<file path="config.mk">
export PLATFORM = sky130hd
export DESIGN_NAME = sip_filter
export DESIGN_NICKNAME = d
export VERILOG_FILES = /design/src/rtl/sip_pkg.sv /design/src/rtl/sip_pend_reg.sv /design/src/rtl/sip_lvl_reg.sv /design/src/rtl/sip_lvl_mask.sv /design/src/rtl/sip_filter.sv
export SDC_FILE = /design/constraint.sdc
export NUM_CORES = 1
export LEC_CHECK = 0
export BUFFER_PORTS_ARGS = -buffer_cell sky130_fd_sc_hd__buf_4
export CORE_UTILIZATION = 41
export CTS_BUF_LIST = sky130_fd_sc_hd__clkbuf_8 sky130_fd_sc_hd__clkbuf_16
export DETAILED_ROUTE_END_ITERATION = 7
export PLACE_DENSITY = 0.85
export SYNTH_ARGS = -nofsm -noshare
export SYNTH_HDL_FRONTEND = slang
export SYNTH_SLANG_ARGS = --single-unit
</file>
<file path="constraint.sdc">
create_clock -name clk -period 1.9 [get_ports clk]
set_clock_uncertainty 0.2 [all_clocks]
set_input_delay 0.095 -clock clk [delete_from_list [all_inputs] [get_ports clk]]
set_output_delay 0.095 -clock clk [all_outputs]
set_load 0.01 [all_outputs]
</file>
<file path="src/rtl/sip_pkg.sv">
package sip_pkg;

    localparam int unsigned SIP_VEC_W   = 17;
    localparam int unsigned SIP_LVL_W   = 4;
    localparam int unsigned SIP_TMR_BIT = 16;
    localparam int unsigned SIP_LOCK    = 14;

    // Update strobes presented to the pending register in one cycle
    typedef struct packed {
        logic wr;
        logic set;
        logic clr;
        logic tmr;
    } sip_ops_t;

endpackage

</file>
<file path="src/rtl/sip_pend_reg.sv">
module sip_pend_reg
    import sip_pkg::*;
#(
    parameter int unsigned VEC_W   = SIP_VEC_W,
    parameter int unsigned TMR_BIT = SIP_TMR_BIT
) (
    input  logic             clk,
    input  logic             rst_n,
    input  sip_ops_t         ops,
    input  logic [VEC_W-1:0] wr_data,
    input  logic [VEC_W-1:0] set_data,
    input  logic [VEC_W-1:0] clr_data,
    output logic [VEC_W-1:0] pend_q
);

    localparam logic [VEC_W-1:0] TMR_MASK = VEC_W'(1) << TMR_BIT;

    logic [VEC_W-1:0] after_wr;
    logic [VEC_W-1:0] after_set;
    logic [VEC_W-1:0] after_clr;
    logic [VEC_W-1:0] pend_d;

    // Ordered resolution: write, then set, then clear, then timer
    always_comb begin
        after_wr  = ops.wr  ? wr_data              : pend_q;
        after_set = ops.set ? (after_wr | set_data) : after_wr;
        after_clr = ops.clr ? (after_set & ~clr_data) : after_set;
        pend_d    = ops.tmr ? (after_clr | TMR_MASK) : after_clr;
    end

    always_ff @(posedge clk or negedge rst_n) begin
        if (!rst_n) begin
            pend_q <= '0;
        end else begin
            pend_q <= pend_d;
        end
    end

endmodule

</file>
<file path="src/rtl/sip_lvl_reg.sv">
module sip_lvl_reg
    import sip_pkg::*;
#(
    parameter int unsigned LVL_W = SIP_LVL_W
) (
    input  logic             clk,
    input  logic             rst_n,
    input  logic             lvl_wr_en,
    input  logic [LVL_W-1:0] lvl_wr_data,
    output logic [LVL_W-1:0] lvl_q
);

    always_ff @(posedge clk or negedge rst_n) begin
        if (!rst_n) begin
            lvl_q <= '0;
        end else if (lvl_wr_en) begin
            lvl_q <= lvl_wr_data;
        end
    end

endmodule

</file>
<file path="src/rtl/sip_lvl_mask.sv">
module sip_lvl_mask
    import sip_pkg::*;
#(
    parameter int unsigned VEC_W   = SIP_VEC_W,
    parameter int unsigned LVL_W   = SIP_LVL_W,
    parameter int unsigned TMR_BIT = SIP_TMR_BIT,
    parameter int unsigned LOCK    = SIP_LOCK
) (
    input  logic [VEC_W-1:0] pend,
    input  logic [LVL_W-1:0] lvl,
    output logic [VEC_W-1:0] req
);

    localparam int unsigned IDX_W = $clog2(VEC_W);
    localparam int unsigned CMP_W = ((IDX_W > LVL_W) ? IDX_W : LVL_W) + 1;

    logic [CMP_W-1:0] lvl_ext;
    logic             below_lock;

    assign lvl_ext    = CMP_W'(lvl);
    assign below_lock = (lvl_ext < CMP_W'(LOCK));

    for (genvar i = 0; i < VEC_W; i++) begin : g_bit
        if (i == 0 || i == TMR_BIT) begin : g_fixed
            // Edge bits use the fixed lock threshold
            assign req[i] = pend[i] & below_lock;
        end else begin : g_ranked
            // Ranked bits pass only above the current level
            assign req[i] = pend[i] & (CMP_W'(i) > lvl_ext);
        end
    end

endmodule

</file>
<file path="src/rtl/sip_filter.sv">
module sip_filter
    import sip_pkg::*;
#(
    parameter int unsigned VEC_W   = SIP_VEC_W,
    parameter int unsigned LVL_W   = SIP_LVL_W,
    parameter int unsigned TMR_BIT = SIP_TMR_BIT,
    parameter int unsigned LOCK    = SIP_LOCK
) (
    input  logic             clk,
    input  logic             rst_n,
    input  logic             wr_en,
    input  logic [VEC_W-1:0] wr_data,
    input  logic             set_en,
    input  logic [VEC_W-1:0] set_data,
    input  logic             clr_en,
    input  logic [VEC_W-1:0] clr_data,
    input  logic             tmr_match,
    input  logic             lvl_wr_en,
    input  logic [LVL_W-1:0] lvl_wr_data,
    output logic [VEC_W-1:0] rd_pend,
    output logic [LVL_W-1:0] rd_lvl,
    output logic [VEC_W-1:0] irq_req
);

    sip_ops_t         ops;
    logic [VEC_W-1:0] pend_q;
    logic [LVL_W-1:0] lvl_q;

    assign ops.wr  = wr_en;
    assign ops.set = set_en;
    assign ops.clr = clr_en;
    assign ops.tmr = tmr_match;

    sip_pend_reg #(
        .VEC_W   (VEC_W),
        .TMR_BIT (TMR_BIT)
    ) u_pend (
        .clk      (clk),
        .rst_n    (rst_n),
        .ops      (ops),
        .wr_data  (wr_data),
        .set_data (set_data),
        .clr_data (clr_data),
        .pend_q   (pend_q)
    );

    sip_lvl_reg #(
        .LVL_W (LVL_W)
    ) u_lvl (
        .clk         (clk),
        .rst_n       (rst_n),
        .lvl_wr_en   (lvl_wr_en),
        .lvl_wr_data (lvl_wr_data),
        .lvl_q       (lvl_q)
    );

    sip_lvl_mask #(
        .VEC_W   (VEC_W),
        .LVL_W   (LVL_W),
        .TMR_BIT (TMR_BIT),
        .LOCK    (LOCK)
    ) u_mask (
        .pend (pend_q),
        .lvl  (lvl_q),
        .req  (irq_req)
    );

    assign rd_pend = pend_q;
    assign rd_lvl  = lvl_q;

endmodule

</file>
### Word level (Yosys, flattened, before mapping)

Cells that the tools add are included.

* magnitude comparators: 16
* mux-type cells: 4
* bitwise operators: 20

Operators by type and width (number)
* 2-to-1 mux 17 bit: 4
* > comparator 4 bit (first input constant): 8
* AND 1 bit: 17
* AND 17 bit: 1
* NOT 17 bit: 1
* bitwise OR 17 bit: 1
* > comparator 3 x 4 -> 1 bit (first input constant): 4
* > comparator 2 x 4 -> 1 bit (first input constant): 2
* > comparator 1 x 4 -> 1 bit (first input constant): 1
* less-than comparator 4 bit (second input constant): 1

* flip-flop bits (word level): 21
* input bits: 62

### Logic depth before layout (Yosys ltp)

* depth after elaboration: 6
* gate-level depth with buffers: 4

### Hierarchy

From an unflattened synthesis, not the netlist that was laid out.

* cell total of the unflattened synthesis: 114
* area, all modules: 1203.7 µm²

By module, submodules not included
* sip_pend_reg: times used 1, cells each 75, area an instance 844.6 µm²
* sip_lvl_mask: times used 1, cells each 31, area an instance 214.0 µm²
* sip_lvl_reg: times used 1, cells each 8, area an instance 145.1 µm²

### Worst setup path after synthesis

No wires, ideal clock.

* path type: reg2out
* from: reg u_lvl.lvl_q[3]
* to: out irq_req[2]
* data arrival time: 1.082 ns
* data required time: 1.605 ns
* path slack: 0.523 ns
* cell stages (with the launch flop): 3
* path buffers: 1
* path through: dfrtp_1 -> buf_2 -> nor4b_1

* cells in the longest elaborated chain, start to end: 2

Ends and longest elaborated chain
* start, declared: line sip_lvl_reg.sv:10 `output logic [LVL_W-1:0] lvl_q`
* start signal, assigned: line sip_lvl_reg.sv:17 `lvl_q <= lvl_wr_data;`
* > comparator 2 x 4 -> 1 bit: line sip_lvl_mask.sv:29 `assign req[i] = pend[i] & (CMP_W'(i) > lvl_ext);`
* AND 1 bit: line sip_lvl_mask.sv:29
* end, declared: line sip_filter.sv:22 `output logic [VEC_W-1:0] irq_req`

No other way between the ends.

==> metrics.csv <==
stage,metric,value,unit
logic_synthesis,avgSynthCellArea,10.3,sq um
placed_design,place_inst,235,
drt,drcViolationCount,0,
worst_setup_path,reg2reg_to,u_lvl.lvl_q[3],
sta,period_share,91.9,%
clocking,clockBufferDepth,2,
sta,relSlewSlack,74.6,%
power,peakVddDrop,0.555,mV
power,totalPowerFinal,1.43,mW
global_routing,track_usage,34.4,%
hold_path,hp-class,in2async,
worst_setup_path,crit_type,reg2reg,
drt,wire_per_inst,18.6,microns
logic_synthesis,synth_cells,114,
clocking,h-tree-depth,1,
layout,nets,314,
floorplan,core,2730,sq um
layout,drive_gt1_share,42.2,%
power,leakage,1.22,nW
drt,drtPass1Iterations,4,
placed_design,place_congestion,0.773,
clocking,postCtsSetupRepairBufs,0,
flow_run,maxCapViolCount,0,
worst_setup_path,path_cells,"mux2_2, dlygate4sd3_1",
sta,rsz0062_at_grt,false,
placed_design,portBuffers,99,
placed_design,dp_hpwl,2.94,mm
worst_setup_path,cp.required,1.85,ns
worst_setup_path,rr_worst_depth,2,
power,power_density,604,nW/um^2
worst_setup_path,cpLargestDelayFamily,buffers and inverters,
logic_synthesis,syn_nets,176,
status,status,completed,
logic_synthesis,yosysUniqueCellTypes,25,
floorplan,fp-row-count,19,
layout,fin_cells,282,
floorplan,die_area,3090,sq um
layout,n_antenna_cell,0,
drt,wl_met1,1.76,mm
drt,drt-initial-drc-count,83,
logic_synthesis,ys_seq_area_share,44.7,%
sta,tightestPinTransition,0.380,ns
worst_setup_path,crit_fanout,13,
drt,vias,1554,
sta,slew_viol_final,0,
sta,setup_viol,0,
clocking,root_buffer,clkbuf_8,
drt,wl_met2,2.90,mm
drt,viasPerCell,5.51,
drt,topRoutingLayerUsed,met4,
sta,finalHoldViolCount,0,
worst_setup_path,cp_slowest_cell,dlygate4sd3_1,
sta,fmaxAchievable,0.573,GHz
logic_synthesis,synth_top_cell_by_area,dfrtp_1,
clocking,clock_latency,0.27,ns
logic_synthesis,synth_top_area_share,44.7,%
sta,min_period,1.75,ns
global_routing,antenna_found_initial,0,
clocking,cts_tree,done,
clocking,cts_buffers,3,
worst_setup_path,cp.arrival,1.70,ns
worst_setup_path,worst-path-buf-inv,1,
global_routing,first_global_vias,1668,
worst_setup_path,critical_path_depth,2,
worst_setup_path,critPathMaxStageDelay,0.57,ns
global_routing,grt-ovfl-total,0,
global_routing,grt_max_degree,22,
worst_setup_path,reg2reg_slack,0.15,ns
logic_synthesis,synth_area_leaders,"dfrtp_1 (45%), mux2i_1 (14%), a22oi_1 (10%)",
drt,wl_met3,312,microns
drt,drtAntennaViolNets,0,
logic_synthesis,ys_warn_count,0,
floorplan,ios,100,
global_routing,grt_pass1_wl,7.98,mm
clocking,clk_pin_slew,0.09,ns
worst_setup_path,r2r-start,u_lvl.lvl_q[3],
drt,totalWireLength,5.24,mm
floorplan,initial_core_util,43.0,%
sta,fin_tns_setup,0,ns
logic_synthesis,ys_ff_latch,21,
worst_setup_path,cp-end-kind,register,
clocking,clock_sink_count,21,
logic_synthesis,syn-cell-area,1180,sq um
floorplan,die_y,55.6,microns
layout,area_delta_synth_final,101,%
worst_setup_path,start_kind,register,
floorplan,fp.dieW,55.6,microns
layer usage:
| metal | vias to the layer above | GRT usage, % |
|---|---|---|
| li1 | 683 | - |
| met1 | 748 | 33.5 |
| met2 | 96 | 66.4 |
| met3 | 27 | 5.85 |
| met4 | 0 | 20.7 |
| met5 | - | 0 |
what timing repair did:
item                      4_1_cts  5_1_grt
hold endpoints to repair       42        0
hold buffers                   43        0
resized for setup               0        0
worst max-delay path by stage:
stage                              start              to  slack (ns)
after floorplan           u_lvl.lvl_q[3]      irq_req[2]        0.52
after CTS                 u_lvl.lvl_q[3]  u_lvl.lvl_q[3]        0.21
after global placement    u_lvl.lvl_q[3]     irq_req[14]        0.54
final                     u_lvl.lvl_q[3]  u_lvl.lvl_q[3]        0.15
after detailed placement  u_lvl.lvl_q[3]      irq_req[2]        0.51
after global routing      u_lvl.lvl_q[3]      irq_req[2]         0.1
placed cells by master (no fill, tap or decap), drive strengths merged, types with 2 or more instances in the layout:
| cell type | instances |
|---|---|
| clkbuf | 3 |
| and3 | 2 |
| dfrtp | 21 |
| buf | 99 |
| and2 | 7 |
| a22oi | 16 |
| o21ai | 2 |
| o21a | 2 |
| mux2i | 17 |
| mux2 | 4 |
| nand2 | 19 |
| dlygate4sd3 | 43 |
| nor2 | 2 |
| inv | 3 |
where the power goes:
part / switching, mW / internal (mW) / leakage [nW]
combinational: 0.218 / 0.344 / 0.949
sequential: 0.0645 / 0.494 / 0.247
clock: 0.164 / 0.145 / 0.0269
total: 0.446 / 0.983 / 1.22
final cells by class:
cell class / count / area [sq um]
Inverter: 2 / 7.51
Fill cell: 152 / 367
Clock buffer: 3 / 41.3
Clock inverter: 1 / 3.75
Multi-Input combinational cell: 82 / 577
Tap cell: 31 / 38.8
Timing Repair Buffer: 142 / 1170
Sequential cell: 21 / 526
kinds of logic (layout without fill, tap and decap cells):
group,after synthesis,in the layout,share of synthesized area (%)
mux,21,21,18.3
flops,21,21,44.7
simple gates,34,34,13.9
compound gates,27,27,16.8
buf+inv,11,148,6.28
Yosys cell counts:
library cell  number
and3_1             2
a2bb2oi_1          1
inv_1              2
o21ai_0            2
and2_1             7
nor4b_1            1
nor2b_1            1
nor2_1             2
a21oi_1            1
mux2i_1           17
a21o_1             1
buf_6              1
and3b_1            1
o21a_1             2
a311oi_1           1
o31ai_1            1
nand2_1           19
a21boi_0           1
buf_12             1
dfrtp_1           21
nand3_1            1
mux2_2             4
a22oi_1           16
buf_2              7
a211oi_1           1
stage by stage:
stage | hold slack (ns) | utilization [%] | area, sq um | setup WS, ns
after floorplan | -0.401 | - | 1180 | 0.523
after global placement | -0.203 | 69.2 | 1890 | 0.544
after detailed placement | -0.198 | 69.2 | 1890 | 0.510
after CTS | 0.0514 | 86.6 | 2370 | 0.214
after global routing | 0.0789 | 86.6 | 2370 | 0.0986
final | 0.0452 | 86.6 | 2370 | 0.153
registers in the layout, indices dropped and copies added (netlist names):
signal	cells
u_lvl.lvl_q	4
u_pend.pend_q	17
Note: power is estimated with default switching activity, not from simulation.
